**config.mk**
```make
export PLATFORM = sky130hd
export DESIGN_NAME = cfgcrc_guard
export DESIGN_NICKNAME = d
export VERILOG_FILES = /design/src/rtl/cfgcrc_pkg.sv /design/src/rtl/cfgcrc_scan.sv /design/src/rtl/cfgcrc_runtimer.sv /design/src/rtl/cfgcrc_regs.sv /design/src/rtl/cfgcrc_guard.sv
export SDC_FILE = /design/constraint.sdc
export NUM_CORES = 1
export LEC_CHECK = 0
export CAP_MARGIN = 15
export CORE_UTILIZATION = 42
export DETAILED_ROUTE_END_ITERATION = 10
export DONT_BUFFER_PORTS = 1
export GPL_TIMING_DRIVEN = 0
export HOLD_SLACK_MARGIN = 0.02
export PLACE_DENSITY = 0.64
export SETUP_SLACK_MARGIN = 0.5
export SKIP_CTS_REPAIR_TIMING = 1
export SLEW_MARGIN = 25
export SYNTH_ARGS = -nofsm -noshare
export SYNTH_HDL_FRONTEND = slang
export SYNTH_SLANG_ARGS = --single-unit
```
**constraint.sdc**
```tcl
create_clock -name clk -period 3.6 [get_ports clk]
set_input_delay 0.36 -clock clk [delete_from_list [all_inputs] [get_ports clk]]
set_output_delay 0.36 -clock clk [all_outputs]
set_load 0.01 [all_outputs]
```
**src/rtl/cfgcrc_pkg.sv**
```systemverilog
package cfgcrc_pkg;
  localparam logic [7:0] CRC_POLY = 8'h07;
  localparam int unsigned CTL_EN_BIT  = 0;
  localparam int unsigned CTL_CHK_BIT = 1;

  // One register's worth of CRC8: fold the byte in, then eight shift/reduce steps.
  function automatic logic [7:0] crc8_byte(input logic [7:0] acc, input logic [7:0] din);
    logic [7:0] c;
    c = acc ^ din;
    for (int b = 0; b < 8; b++) begin
      c = c[7] ? ({c[6:0], 1'b0} ^ CRC_POLY) : {c[6:0], 1'b0};
    end
    return c;
  endfunction
endpackage

```
**src/rtl/cfgcrc_scan.sv**
```systemverilog
module cfgcrc_scan #(
  parameter int unsigned N_BYTES = 8
) (
  input  logic                 clk,
  input  logic                 rst_n,
  input  logic                 clr,
  input  logic                 start,
  input  logic                 abort,
  input  logic [N_BYTES*8-1:0] bytes_flat,
  output logic                 busy,
  output logic                 done,
  output logic [7:0]           crc_out
);
  import cfgcrc_pkg::*;
  localparam int unsigned IDX_W = (N_BYTES > 1) ? $clog2(N_BYTES) : 1;
  localparam logic [IDX_W-1:0] LAST = IDX_W'(N_BYTES - 1);

  logic [7:0]       byte_arr [N_BYTES];
  logic [IDX_W-1:0] idx;
  logic [7:0]       acc;

  for (genvar g = 0; g < N_BYTES; g++) begin : g_unpack
    assign byte_arr[g] = bytes_flat[g*8 +: 8];
  end

  assign crc_out = crc8_byte(acc, byte_arr[idx]);
  assign done    = busy && (idx == LAST);

  always_ff @(posedge clk or negedge rst_n) begin
    if (!rst_n) begin
      busy <= 1'b0;
      idx  <= '0;
      acc  <= '0;
    end else if (clr || abort) begin
      busy <= 1'b0;
      idx  <= '0;
      acc  <= '0;
    end else if (start) begin
      busy <= 1'b1;
      idx  <= '0;
      acc  <= '0;
    end else if (busy) begin
      acc <= crc_out;
      if (idx == LAST) begin
        busy <= 1'b0;
        idx  <= '0;
      end else begin
        idx <= idx + 1'b1;
      end
    end
  end
endmodule

```
**src/rtl/cfgcrc_runtimer.sv**
```systemverilog
module cfgcrc_runtimer #(
  parameter int unsigned RUN_CYCLES = 32000
) (
  input  logic clk,
  input  logic rst_n,
  input  logic clr,
  input  logic start,
  output logic busy,
  output logic done
);
  localparam int unsigned CNT_W = $clog2(RUN_CYCLES + 1);
  localparam logic [CNT_W-1:0] LAST_CNT = CNT_W'(RUN_CYCLES - 1);

  logic [CNT_W-1:0] cnt;

  assign done = busy && (cnt == LAST_CNT);

  always_ff @(posedge clk or negedge rst_n) begin
    if (!rst_n) begin
      busy <= 1'b0;
      cnt  <= '0;
    end else if (clr) begin
      busy <= 1'b0;
      cnt  <= '0;
    end else if (start && !busy) begin
      busy <= 1'b1;
      cnt  <= '0;
    end else if (busy) begin
      if (done) begin
        busy <= 1'b0;
        cnt  <= '0;
      end else begin
        cnt <= cnt + 1'b1;
      end
    end
  end
endmodule

```
**src/rtl/cfgcrc_regs.sv**
```systemverilog
module cfgcrc_regs #(
  parameter int unsigned CFG_REGS = 8,
  parameter int unsigned ADDR_W   = 4
) (
  input  logic                  clk,
  input  logic                  rst_n,
  input  logic                  clr,
  input  logic                  wr_en,
  input  logic [ADDR_W-1:0]     wr_addr,
  input  logic [7:0]            wr_data,
  input  logic [ADDR_W-1:0]     rd_addr,
  input  logic [7:0]            ctrl_view,
  input  logic [7:0]            stat_view,
  output logic [CFG_REGS*8-1:0] cfg_flat,
  output logic [7:0]            ref_crc,
  output logic [7:0]            rd_data
);
  localparam logic [ADDR_W-1:0] REF_ADDR  = ADDR_W'(CFG_REGS);
  localparam logic [ADDR_W-1:0] CTRL_ADDR = ADDR_W'(CFG_REGS + 1);
  localparam logic [ADDR_W-1:0] STAT_ADDR = ADDR_W'(CFG_REGS + 2);

  logic [7:0] bank [CFG_REGS];

  for (genvar g = 0; g < CFG_REGS; g++) begin : g_bank
    always_ff @(posedge clk or negedge rst_n) begin
      if (!rst_n)                                    bank[g] <= '0;
      else if (clr)                                  bank[g] <= '0;
      else if (wr_en && wr_addr == ADDR_W'(g))       bank[g] <= wr_data;
    end
    assign cfg_flat[g*8 +: 8] = bank[g];
  end

  always_ff @(posedge clk or negedge rst_n) begin
    if (!rst_n)                              ref_crc <= '0;
    else if (clr)                            ref_crc <= '0;
    else if (wr_en && wr_addr == REF_ADDR)   ref_crc <= wr_data;
  end

  always_comb begin
    rd_data = '0;
    if (rd_addr == REF_ADDR)       rd_data = ref_crc;
    else if (rd_addr == CTRL_ADDR) rd_data = ctrl_view;
    else if (rd_addr == STAT_ADDR) rd_data = stat_view;
    else begin
      for (int i = 0; i < CFG_REGS; i++) begin
        if (rd_addr == ADDR_W'(i)) rd_data = bank[i];
      end
    end
  end
endmodule

```
**src/rtl/cfgcrc_guard.sv**
```systemverilog
module cfgcrc_guard #(
  parameter int unsigned CFG_REGS   = 8,
  parameter int unsigned EE_BYTES   = 16,
  parameter int unsigned RUN_CYCLES = 32000,
  parameter int unsigned ADDR_W     = 4
) (
  input  logic                    clk,
  input  logic                    rst_n,
  input  logic                    enter_reset,
  input  logic                    diag_mode,
  input  logic                    wr_en,
  input  logic [ADDR_W-1:0]       wr_addr,
  input  logic [7:0]              wr_data,
  input  logic [ADDR_W-1:0]       rd_addr,
  output logic [7:0]              rd_data,
  input  logic [(EE_BYTES+1)*8-1:0] ee_image,
  output logic                    safe_req
);
  import cfgcrc_pkg::*;
  localparam logic [ADDR_W-1:0] CTRL_ADDR = ADDR_W'(CFG_REGS + 1);

  // named internal events
  logic ctrl_wr, en_rise, en_fall, disable_with_err, ee_cmd, ee_start;
  logic cfg_scan_busy, cfg_scan_done, cfg_mismatch;
  logic ee_scan_busy, ee_scan_done, ee_busy, ee_run_done, ee_good;
  logic [7:0] cfg_crc, ee_crc, ee_crc_q, ref_crc, ee_stored;
  logic [CFG_REGS*8-1:0] cfg_flat;
  logic cfg_en_q, cfg_err_q, ee_err_q;
  logic [7:0] ctrl_view, stat_view;

  assign ctrl_wr          = wr_en && (wr_addr == CTRL_ADDR);
  assign en_rise          = ctrl_wr &&  wr_data[CTL_EN_BIT] && !cfg_en_q;
  assign en_fall          = ctrl_wr && !wr_data[CTL_EN_BIT] &&  cfg_en_q;
  assign disable_with_err = en_fall && cfg_err_q;
  assign ee_cmd           = ctrl_wr && wr_data[CTL_CHK_BIT];
  assign ee_start         = ee_cmd && !ee_busy;
  assign cfg_mismatch     = (cfg_crc != ref_crc);
  assign ee_stored        = ee_image[EE_BYTES*8 +: 8];
  assign ee_good          = (ee_crc_q == ee_stored);

  assign ctrl_view = {6'b0, 1'b0, cfg_en_q};
  assign stat_view = {6'b0, ee_err_q, cfg_err_q};

  cfgcrc_regs #(.CFG_REGS(CFG_REGS), .ADDR_W(ADDR_W)) u_regs (
    .clk(clk), .rst_n(rst_n), .clr(enter_reset),
    .wr_en(wr_en), .wr_addr(wr_addr), .wr_data(wr_data), .rd_addr(rd_addr),
    .ctrl_view(ctrl_view), .stat_view(stat_view),
    .cfg_flat(cfg_flat), .ref_crc(ref_crc), .rd_data(rd_data)
  );

  cfgcrc_scan #(.N_BYTES(CFG_REGS)) u_cfg_scan (
    .clk(clk), .rst_n(rst_n), .clr(enter_reset), .start(en_rise), .abort(en_fall),
    .bytes_flat(cfg_flat), .busy(cfg_scan_busy), .done(cfg_scan_done), .crc_out(cfg_crc)
  );

  cfgcrc_scan #(.N_BYTES(EE_BYTES)) u_ee_scan (
    .clk(clk), .rst_n(rst_n), .clr(enter_reset), .start(ee_start), .abort(1'b0),
    .bytes_flat(ee_image[EE_BYTES*8-1:0]), .busy(ee_scan_busy), .done(ee_scan_done),
    .crc_out(ee_crc)
  );

  cfgcrc_runtimer #(.RUN_CYCLES(RUN_CYCLES)) u_timer (
    .clk(clk), .rst_n(rst_n), .clr(enter_reset), .start(ee_start),
    .busy(ee_busy), .done(ee_run_done)
  );

  always_ff @(posedge clk or negedge rst_n) begin
    if (!rst_n)               ee_crc_q <= '0;
    else if (enter_reset)     ee_crc_q <= '0;
    else if (ee_scan_done)    ee_crc_q <= ee_crc;
  end

  // Flag updates; later statements take priority within one edge.
  always_ff @(posedge clk or negedge rst_n) begin
    if (!rst_n) begin
      cfg_en_q  <= 1'b0;
      cfg_err_q <= 1'b0;
      ee_err_q  <= 1'b0;
      safe_req  <= 1'b0;
    end else if (enter_reset) begin
      cfg_en_q  <= 1'b0;
      cfg_err_q <= 1'b0;
      ee_err_q  <= 1'b0;
      safe_req  <= 1'b0;
    end else begin
      if (ctrl_wr) cfg_en_q <= wr_data[CTL_EN_BIT];
      if (cfg_scan_done && !en_fall && diag_mode && cfg_mismatch) cfg_err_q <= 1'b1;
      if (ee_start) ee_err_q <= 1'b1;
      if (ee_run_done) begin
        if (ee_good) begin
          ee_err_q  <= 1'b0;
          cfg_err_q <= 1'b0;
        end else begin
          safe_req <= 1'b1;
        end
      end
      if (disable_with_err) begin
        safe_req <= 1'b1;
        ee_err_q <= 1'b1;
      end
    end
  end
endmodule

```
==> results of run 1 <==
[report_power, final]
| group | total, mW | switching (mW) | internal (mW) |
|---|---|---|---|
| logic | 0.371 | 0.216 | 0.156 |
| registers | 1.43 | 0.0139 | 1.42 |
| clock network | 1.82 | 0.652 | 1.17 |
[cell type report]
cell class / count / area (um2) / area share [%]
multi-input combinational: 618 / 5010 / 52.8
antenna: 2 / 5.00 / 0.0527
clock inverter: 12 / 169 / 1.78
clock buffer: 20 / 447 / 4.70
sequential: 125 / 3130 / 32.9
inverter: 15 / 56.3 / 0.593
buffer: 64 / 304 / 3.20
timing repair buffer: 4 / 41.3 / 0.435
tap: 265 / 332 / 3.49
[layout by cell type, fill, tap and decap left out, types with 3 or more instances in the layout]
cell,netlist,layout
sky130_fd_sc_hd__buf_1,5,5
sky130_fd_sc_hd__nand4_1,7,7
sky130_fd_sc_hd__nand2_1,60,60
sky130_fd_sc_hd__bufinv_16,0,4
sky130_fd_sc_hd__nand2b_1,6,6
sky130_fd_sc_hd__nor2_1,121,120
sky130_fd_sc_hd__ha_1,4,4
sky130_fd_sc_hd__and2_1,3,3
sky130_fd_sc_hd__buf_6,6,9
sky130_fd_sc_hd__xor2_1,26,24
sky130_fd_sc_hd__a221oi_1,4,4
sky130_fd_sc_hd__buf_2,7,5
sky130_fd_sc_hd__dfrtp_1,125,125
sky130_fd_sc_hd__mux2_2,5,5
sky130_fd_sc_hd__mux2i_1,85,82
sky130_fd_sc_hd__clkbuf_16,0,17
sky130_fd_sc_hd__mux2i_4,2,5
sky130_fd_sc_hd__xor2_2,2,4
sky130_fd_sc_hd__xnor3_1,3,3
sky130_fd_sc_hd__nor3_2,1,3
sky130_fd_sc_hd__xnor2_1,39,38
sky130_fd_sc_hd__o211ai_1,5,5
sky130_fd_sc_hd__clkbuf_1,45,46
sky130_fd_sc_hd__mux4_2,50,50
sky130_fd_sc_hd__nor2b_1,6,6
sky130_fd_sc_hd__xnor2_2,2,3
sky130_fd_sc_hd__nor3_1,12,10
sky130_fd_sc_hd__a31oi_1,3,3
sky130_fd_sc_hd__or2_2,4,4
sky130_fd_sc_hd__a21oi_1,57,57
sky130_fd_sc_hd__o21bai_1,4,4
sky130_fd_sc_hd__clkinv_2,0,5
sky130_fd_sc_hd__o21ai_0,19,19
sky130_fd_sc_hd__buf_4,1,3
sky130_fd_sc_hd__nand3_1,36,36
sky130_fd_sc_hd__a211oi_1,18,16
sky130_fd_sc_hd__inv_1,13,13
[how the worst max path moves through the flow]
stage,startpoint,endpoint
2_1_floorplan,u_cfg_scan.idx[0],cfg_err_q
3_3_place_gp,rd_addr[0],rd_data[5]
3_5_place_dp,u_cfg_scan.idx[2],cfg_err_q
4_1_cts,u_cfg_scan.idx[2],cfg_err_q
5_1_grt,u_ee_scan.idx[0],ee_crc_q[5]
6_report,u_cfg_scan.idx[2],cfg_err_q
[synth_stat cells (all sizes together) (2+ instances only)]
cell | instances | area [um2]
a2111oi | 3 | 35.0
a211oi | 18 | 135
a21oi | 57 | 285
a221oi | 4 | 35.0
a31oi | 3 | 18.8
and2 | 3 | 18.8
and3 | 2 | 12.5
and3b | 2 | 17.5
buf | 19 | 129
clkbuf | 45 | 169
clkinv | 2 | 7.51
dfrtp | 125 | 3130
ha | 4 | 50.1
inv | 13 | 48.8
mux2 | 5 | 56.3
mux2i | 88 | 910
mux4 | 50 | 1130
nand2 | 60 | 225
nand2b | 6 | 37.5
nand3 | 36 | 180
nand3b | 2 | 15.0
nand4 | 7 | 43.8
nor2 | 121 | 454
nor2b | 6 | 37.5
nor3 | 13 | 70.1
nor4 | 3 | 40.0
o211ai | 5 | 37.5
o21ai | 20 | 100
o21bai | 4 | 30.0
or2 | 4 | 25.0
or3 | 2 | 12.5
xnor2 | 41 | 374
xnor3 | 5 | 115
xor2 | 28 | 260
[stage by stage]
stage / util, % / std cells / instance area [um2] / hold slack, ns / setup slack (ns)
6_report: 48.6 / 1125 / 9500 / -0.368 / 0.611
3_5_place_dp: 45.0 / 1090 / 8790 / 0.0688 / 0.402
2_1_floorplan: - / 822 / 8400 / 0.0644 / 0.847
4_1_cts: 48.2 / 1122 / 9410 / -0.384 / 0.396
5_1_grt: 48.6 / 1125 / 9500 / -0.398 / 0.492
3_3_place_gp: 44.7 / 1087 / 8730 / 0.0690 / 0.452
[sequential cells by signal (all words and copies together) (netlist names)]
name             count
safe_req             1
u_cfg_scan.acc       8
ee_err_q             1
u_timer.busy         1
u_ee_scan.idx        4
u_ee_scan.busy       1
u_cfg_scan.busy      1
u_cfg_scan.idx       3
u_ee_scan.acc        8
u_timer.cnt         15
cfg_en_q             1
cfg_err_q            1
ee_crc_q             8
u_regs.cfg_flat     64
u_regs.ref_crc       8
[layer usage]
metal,share of wire [%],GRT usage [%],wire (um)
met1,40,30.8,9840
met2,50,41.9,12300
met3,7.5,7.06,1840
met4,2.5,9.41,607
met5,0,0,0
[cells by family after synthesis]
family | Yosys count | synth area share, %
buffers and inverters | 79 | 4.22
multiplexers | 143 | 24.9
adder cells (fa/ha/maj) | 4 | 0.596
AO/OA/AOI/OAI | 125 | 9.28
XOR/XNOR | 75 | 9.22
AND/OR/NAND/NOR | 271 | 14.6
flip-flops | 125 | 37.2
==> flow_summary.yaml, run 1 <==
sta:
  report.final.setup_viol: 0
  layout_min_cycle_time_ns: 2.99
  timing.fmax_ghz: 0.335
  grt_setup_unrepaired: "false"
  whs_ns: -0.368
  worst_slew_margin_rel_pct: 36.5
  finClkSkew_ns: 0.00733
  sum_neg_setup_slack_ns: 0
  worst-slew-pin-transition_ns: 0.953
  final_min_period_over_clock_period_pct: 83.0
  final-hold-violation-count: 125
  timing.final.max_slew_violations: 0
die:
  ios: 166
  die_h_um: 143
  start_util_pct: 43.0
  num_rows: 51
  core_area_um2: 19500
  floorplan.die.width_um: 143
  design.die.area_um2: 20600
placement:
  dp_hpwl_um: 17900
  port_buffers: 0
  gpl.final_weighted_congestion: 0.937
routing:
  drtAntennaViolNets: 0
  drt-total-wl_um: 24600
  post_drt_wl_per_cell_um: 21.9
  dr.pass1.iters: 5
  drc_errors: 0
  via_per_inst: 5.88
  num_vias: 6617
  first_iter_violations: 579
global_route:
  antenna_found_initial: 2
  grt_remaining_overflow: 0
  grt_start_max_net_pins: 126
  grt_pass1_vias: 6615
  wire_length_of_the_first_global_routing_pass_um: 37600
  tot_gr_track_use_pct: 25.1
synthesis:
  netlist_area_um2: 8400
  postSynth.asyncResetShare_pct: 100
  synth.yosys.seq_area_share_pct: 37.2
  post_synth.cell_area_avg_um2: 10.2
  postSynth.topFlopCell: "sky130_fd_sc_hd__dfrtp_1"
  yosys_register_bits: 125
  post_synth_net_total: 983
  post_synthesis_cell_type_count: 63
  synth.yosys.warnings: 0
  synthCells: 822
  synth_edf_count: 0
power_and_ir_drop:
  leakage_nw: 3.66
  ir_drop_mv: 0.279
  p_total_mw: 3.63
  power.density_cell_area_nw_per_um2: 382
clock_network:
  cts.sink_count: 125
  max-clock-path-buffers: 2
  cts_htree_levels: 4
  clock_latency_ns: 0.43
  cts.reportedPaths.clkPinSlew_ns: 0.06
  cts-buffers-inserted: 17
  ctsRootBufferMaster: "sky130_fd_sc_hd__clkbuf_16"
  cts_tree: "yes"
outcome:
  violations: "hold timing"
  status: "complete, but fails checks"
setup_path:
  cp_num_cells: 10
  worstRegToRegCells: 10
  cp.required_ns: 3.95
  r2r_slack_ns: 0.61
  crit_path_cell_trace: "buf_2 > clkbuf_4 > mux4_2 > mux2i_4 > xor2_2 > xor3_2 > xor2_2 > nor4b_1 > a311o_1 > a31oi_1"
  timing.setup.critical_path_class: "flip-flop to flip-flop"
  critical_path_peak_fanout: 10
  crit-reg2reg-launch: "u_cfg_scan.idx[2]"
  crit_arrival_ns: 3.34
  worst_path_most_repeated_cell: "sky130_fd_sc_hd__xor2_2"
  critPathLaunchType: "flip-flop"
  path_buf_inv: 2
  worst_path_largest_cell_delay_ns: 0.37
  reg2reg_to: "cfg_err_q"
  cp_slowest_cell: "sky130_fd_sc_hd__xor3_2"
  critical_path.endpoint_type: "flip-flop"
  critical_path.top_delay_family: "XOR/XNOR gates"
cells_and_area:
  post_route_cells_drive_above_1_share_pct: 15.6
  filler_cell_count: 1876
  finish.net_count: 1006
  area_growth_pct: 13.0
hold_path:
  worstHoldPathType: "primary input to async pin"
job:
  max_cap_violations: 0
Power figures use the tool's default switching activity.
==> inputs of run 2 (changes only) <==
- PLACE_DENSITY: 0.64 -> 0.67
- clock period: 3.6 -> 2.55 ns (I/O delays scaled with it)
==> run 2 against run 1 <==
  * The flow finishes with violations (hold timing, setup timing)
  * Clock power increased by 40%
  * Die area unchanged
  * Cell area increased by 9.8%
  * Clock skew about the same
  * Clock-buffer cell count increased by 3
  * Global-route usage increased by 0.099 points
  * Core utilization increased by 4.8 points
  * Worst setup slack got worse by 1.0 ns
  * Largest power group unchanged
==> flow_summary.yaml, run 2 (synthesized netlist as in run 1, its figures left out) <==
outcome:
  status: "complete, but fails checks"
  violations: "hold timing, setup timing"
setup_path:
  cp_slowest_cell: "sky130_fd_sc_hd__mux4_2"
  timing.setup.critical_path_class: "flip-flop to flip-flop"
  crit_arrival_ns: 3.25
  critical_path.endpoint_type: "flip-flop"
  crit_path_cell_trace: "buf_6 > mux4_2 > mux2i_4 > xnor2_2 > xnor3_2 > xnor2_1 > or3_1 > a2111oi_2 > a31oi_1"
  critPathLaunchType: "flip-flop"
  cp.required_ns: 2.83
  critical_path_peak_fanout: 7
  worst_path_largest_cell_delay_ns: 0.55
clock_network:
  cts-buffers-inserted: 17
  clock_latency_ns: 0.43
  cts_htree_levels: 4
  max-clock-path-buffers: 2
  cts.sink_count: 125
  cts_tree: "yes"
  ctsRootBufferMaster: "sky130_fd_sc_hd__clkbuf_16"
  cts.reportedPaths.clkPinSlew_ns: 0.06
die:
  floorplan.die.width_um: 143
  die_h_um: 143
  num_rows: 51
  core_area_um2: 19500
  design.die.area_um2: 20600
  start_util_pct: 43.0
  ios: 166
sta:
  report.final.setup_viol: 20
  timing.fmax_ghz: 0.337
  worst_slew_margin_rel_pct: 35.9
  grt_setup_unrepaired: "true"
  final_min_period_over_clock_period_pct: 117
  timing.final.max_slew_violations: 0
  worst-slew-pin-transition_ns: 0.962
  final-hold-violation-count: 125
  whs_ns: -0.466
  finClkSkew_ns: 0.00706
  final_critical_path_setup_slack_ns: -0.422
  layout_min_cycle_time_ns: 2.97
cells_and_area:
  area_growth_pct: 24.1
  finish.net_count: 1043
  post_layout_nonfiller_instances: 1165
  multi_input_area_um2: 5470
  filler_cell_count: 1707
  ff_latch_area_um2: 3130
  largest_register_ffs: 64
  most-common-layout-cells: "sky130_fd_sc_hd__dfrtp_1 (124), sky130_fd_sc_hd__nor2_1 (119), sky130_fd_sc_hd__mux2i_1 (74)"
  final_common_cell: "sky130_fd_sc_hd__dfrtp_1"
  post_route_cells_drive_above_1_share_pct: 26.9
  final_util_pct: 53.4
routing:
  drtAntennaViolNets: 0
  via_per_inst: 5.95
  drt-total-wl_um: 26100
  drc_errors: 0
  post_drt_wl_per_cell_um: 22.4
  num_vias: 6936
  dr.pass1.iters: 5
  first_iter_violations: 686
global_route:
  wire_length_of_the_first_global_routing_pass_um: 38200
  antenna_found_initial: 5
  grt_pass1_vias: 6567
  grt_remaining_overflow: 0
  grt_start_max_net_pins: 126
  tot_gr_track_use_pct: 25.2
placement:
  dpl.cell_count: 1090
  dp_hpwl_um: 17900
  port_buffers: 0
  gpl.final_weighted_congestion: 0.961
power_and_ir_drop:
  power.density_cell_area_nw_per_um2: 505
  leakage_nw: 4.03
  p_total_mw: 5.26
  ir_drop_mv: 0.535
job:
  max_cap_violations: 0
hold_path:
  worstHoldPathType: "primary input to async pin"
[run 2: cell count changes in the layout (fill, tap and decap cells not counted), sizes merged]
cell,before,now
buf,22,55
clkbuf,66,72
dlygate4sd3,0,1
diode,2,5
bufinv,4,3
clkinv,8,3
clkinvlp,2,5
[run 2: stage by stage]
stage               TNS [ns]  worst slack, ns  area (um2)
finish                 -3.85           -0.422       10400
global route           -5.90           -0.498       10400
CTS                    -6.82           -0.670        9480
detailed placement     -6.14           -0.660        8860
global placement       -6.41           -0.577        8810
floorplan             -0.217           -0.137        8480
[run 2: area by class of cell]
class	count	area share, %
tap	265	3.18
inverter	15	0.576
sequential	125	30.0
clock buffer	23	4.68
multi-input combinational	618	52.5
buffer	64	3.88
clock inverter	9	1.28
antenna	5	0.120
timing repair buffer	41	3.78
[run 2: power by group]
| group | leakage [nW] | total (mW) | switching [mW] | internal, mW |
|---|---|---|---|---|
| clock | 0.292 | 2.55 | 0.911 | 1.64 |
| sequential | 1.74 | 2.03 | 0.0212 | 2.00 |
| combinational | 2.00 | 0.686 | 0.371 | 0.316 |
| total | 4.03 | 5.26 | 1.30 | 3.96 |
[run 2: layer usage]
metal / vias up / wire (um) / GRT usage (%)
li1: 3072 / - / -
met1: 3441 / 10600 / 32.8
met2: 354 / 12500 / 40.1
met3: 69 / 2080 / 5.63
met4: 0 / 976 / 11.4
met5: - / 0 / 0
[run 2: worst max-delay path: cells and delay by family, from the launching register on]
family | cells | cell delay (ns)
compound gates | 2 | 0.46
xor+xnor | 3 | 0.65
buf+inv | 1 | 0.17
flops | 1 | 0.38
mux | 2 | 0.81
simple gates | 1 | 0.34
[run 2: path summary, 6_finish.rpt]
path	depth (start not counted)	startpoint	end	slack, ns
worst max-delay path	9	u_cfg_scan.idx[0]	cfg_err_q	-0.42
min in group clk	3	wr_data[0]	safe_req	0.05
worst min register to register	1	u_timer.cnt[0]	u_timer.cnt[0]	0.52
max in group asynchronous	0	rst_n	u_regs.cfg_flat[17]	2.84
worst max register to register	9	u_cfg_scan.idx[0]	cfg_err_q	-0.42
worst min-delay path	0	rst_n	u_cfg_scan.acc[7]	-0.47
==> inputs of run 3 (changes only) <==
- SYNTH_HIERARCHICAL: unset -> 1
==> run 3 against run 2 <==
  * The run still ends with hold timing, setup timing left
  * Combinational power decreased by 17%
  * Die area rose by 9.7%
  * Core utilization fell by 1.7 points
  * Register-to-register slack improved by 0.05 ns
  * Wire length increased by 4.5%
  * Clock-buffer cell count decreased by 1
  * Power down 0.44%
  * Largest power group unchanged
==> flow_summary.yaml, run 3 <==
outcome:
  status: "complete, but fails checks"
  violations: "hold timing, setup timing"
cells_and_area:
  post_route_cells_drive_above_1_share_pct: 21.6
  most-common-layout-cells: "sky130_fd_sc_hd__mux2i_1 (152), sky130_fd_sc_hd__dfrtp_1 (124), sky130_fd_sc_hd__nor2_1 (115)"
  area_growth_pct: 19.2
  ff_latch_area_um2: 3130
  multi_input_area_um2: 5910
  filler_cell_count: 1910
  largest_register_ffs: 64
  final_util_pct: 51.7
  finish.net_count: 1122
  final_common_cell: "sky130_fd_sc_hd__mux2i_1"
global_route:
  wire_length_of_the_first_global_routing_pass_um: 41000
  grt_pass1_vias: 7169
  grt_start_max_net_pins: 126
  antenna_found_initial: 9
  grt_remaining_overflow: 0
  tot_gr_track_use_pct: 24.6
sta:
  final_critical_path_setup_slack_ns: -0.371
  report.final.setup_viol: 15
  final-hold-violation-count: 125
  worst-slew-pin-transition_ns: 0.712
  grt_setup_unrepaired: "true"
  worst_slew_margin_rel_pct: 52.1
  layout_min_cycle_time_ns: 2.92
  timing.final.max_slew_violations: 0
  timing.fmax_ghz: 0.342
  finClkSkew_ns: 0.00766
  whs_ns: -0.473
  final_min_period_over_clock_period_pct: 115
routing:
  post_drt_wl_per_cell_um: 21.7
  num_vias: 7293
  drt-total-wl_um: 27300
  drtAntennaViolNets: 0
  via_per_inst: 5.80
  route.top_layer_used: "met4"
  first_iter_violations: 552
  drc_errors: 0
  met3_wire_len_um: 1620
  dr.pass1.iters: 5
  routed-wl-met2_um: 13500
  m1WireLength_um: 10900
power_and_ir_drop:
  ir_drop_mv: 0.366
  power.density_cell_area_nw_per_um2: 476
  p_total_mw: 5.24
  net-switching-power_mw: 1.25
  share_clk_of_total_power_pct: 50.6
  internal_power_contribution_mw: 3.99
  p_seq_share_pct: 38.5
  leakage_nw: 4.53
  power.share.combinational_pct: 10.9
  power.share.switching_pct: 23.8
setup_path:
  timing.setup.critical_path_class: "flip-flop to flip-flop"
  crit_path_cell_trace: "buf_6 > clkbuf_16 > mux2i_1 > mux4_2 > xor2_4 > xnor3_1 > xor2_1 > nor4_2 > a211o_1 > a221oi_2"
  cp_slowest_cell: "sky130_fd_sc_hd__mux4_2"
  critical_path.endpoint_type: "flip-flop"
  cp.required_ns: 2.89
  critical_path_peak_fanout: 5
  critPathLaunchType: "flip-flop"
  crit_arrival_ns: 3.26
  worst_path_largest_cell_delay_ns: 0.53
die:
  ios: 166
  die_h_um: 150
  design.die.area_um2: 22600
  start_util_pct: 43.3
  floorplan.die.width_um: 150
  core_area_um2: 21300
  num_rows: 53
placement:
  port_buffers: 0
  gpl.final_weighted_congestion: 0.982
  place_worst_setup_slack_ns: -0.469
  dp_hpwl_um: 19900
clock_network:
  clock_latency_ns: 0.42
  cts_htree_levels: 4
  cts.reportedPaths.clkPinSlew_ns: 0.06
  cts.sink_count: 125
  ctsRootBufferMaster: "sky130_fd_sc_hd__clkbuf_16"
  cts_tree: "yes"
  cts-buffers-inserted: 17
  max-clock-path-buffers: 2
synthesis:
  netlist_area_um2: 9230
  postSynth.topFlopCell: "sky130_fd_sc_hd__dfrtp_1"
  ys_top_cells_by_area: "sky130_fd_sc_hd__dfrtp_1 (34%), sky130_fd_sc_hd__mux2i_1 (17%), sky130_fd_sc_hd__mux4_2 (5.6%), sky130_fd_sc_hd__nor2_1 (4.7%), sky130_fd_sc_hd__xor2_1 (2.9%)"
  synth_edf_count: 0
  postSynth.asyncResetShare_pct: 100
  yosysTopAreaCell: "sky130_fd_sc_hd__dfrtp_1"
  synthCells: 886
  synth.yosys.warnings: 6
  synth_top_area_share_pct: 33.9
  yosys_register_bits: 125
  synth.top_cells.by_count: "sky130_fd_sc_hd__mux2i_1 (154), sky130_fd_sc_hd__dfrtp_1 (125), sky130_fd_sc_hd__nor2_1 (115), sky130_fd_sc_hd__nand2_1 (46), sky130_fd_sc_hd__a21oi_1 (33)"
  post_synth.cell_area_avg_um2: 10.4
  synth.yosys.seq_area_share_pct: 33.9
  post_synthesis_cell_type_count: 90
  synth_most_common_cell: "sky130_fd_sc_hd__mux2i_1"
job:
  max_cap_violations: 0
hold_path:
  worstHoldPathType: "primary input to async pin"
## run 3: final timing paths
kind / from / end / slack [ns] / cells after the start
max: u_cfg_scan/idx[0] / cfg_err_q / -0.37 / 10
min: rst_n / u_regs/cfg_flat[47] / -0.47 / 0
max reg2reg: u_cfg_scan/idx[0] / cfg_err_q / -0.37 / 10
min reg2reg: u_timer/cnt[14] / u_timer/cnt[14] / 0.51 / 1
max in group asynchronous: rst_n / u_cfg_scan/acc[0] / 2.86 / 0
min in group clk: wr_addr[1] / cfg_en_q / 0.07 / 2
## run 3: layer usage
layer	global-route usage, %	up-vias
met4	14.1	0
met3	4.70	74
met2	40.7	303
met5	0	-
li1	-	3328
met1	29.9	3588
## run 3: worst max-delay path: cells and delay by family (launching register included)
kind            cells  cell delay, ns
xor+xnor            3            0.88
compound gates      2            0.51
simple gates        1            0.08
mux                 2            0.65
buf+inv             2            0.31
flops               1            0.39
## run 3: cell families (layout without fill, tap and decap cells)
logic type | count (synthesis) | in the layout | synth area share, %
compound gates | 137 | 137 | 9.98
xor+xnor | 66 | 66 | 7.99
fa+ha+maj | 4 | 4 | 0.542
buf+inv | 80 | 150 | 6.05
flops | 125 | 125 | 33.9
mux | 189 | 189 | 25.1
other cells | 1 | 28 | 0.0406
simple gates | 284 | 284 | 16.4
## run 3: power groups by stage
stage | Sequential [mW] | Combinational [mW] | Clock (mW)
final | 2.02 | 0.570 | 2.65
after CTS | 2.02 | 0.482 | 2.69
after global placement | 2.05 | 0.476 | 0
after detailed placement | 2.05 | 0.479 | 0
after floorplan | 2.05 | 0.374 | 0
after global routing | 2.02 | 0.609 | 2.78
## run 3: through the flow
step | setup TNS [ns] | instances | hold slack (ns) | area, um2
after floorplan | -0.0907 | 904 | -0.0406 | 9330
after global placement | -2.02 | 1179 | -0.0348 | 9670
after detailed placement | -2.17 | 1179 | -0.0349 | 9670
after CTS | -2.36 | 1211 | -0.490 | 10300
after global routing | -2.86 | 1258 | -0.496 | 11000
final | -1.17 | 1258 | -0.473 | 11000
## run 3: layout make-up
class,instances,area share (%)
timing repair buffer,38,3.23
inverter,12,0.410
tap,275,3.13
clock buffer,22,4.40
buffer,68,4.97
antenna,9,0.205
clock inverter,10,1.46
sequential,125,28.4
multi-input combinational,699,53.7
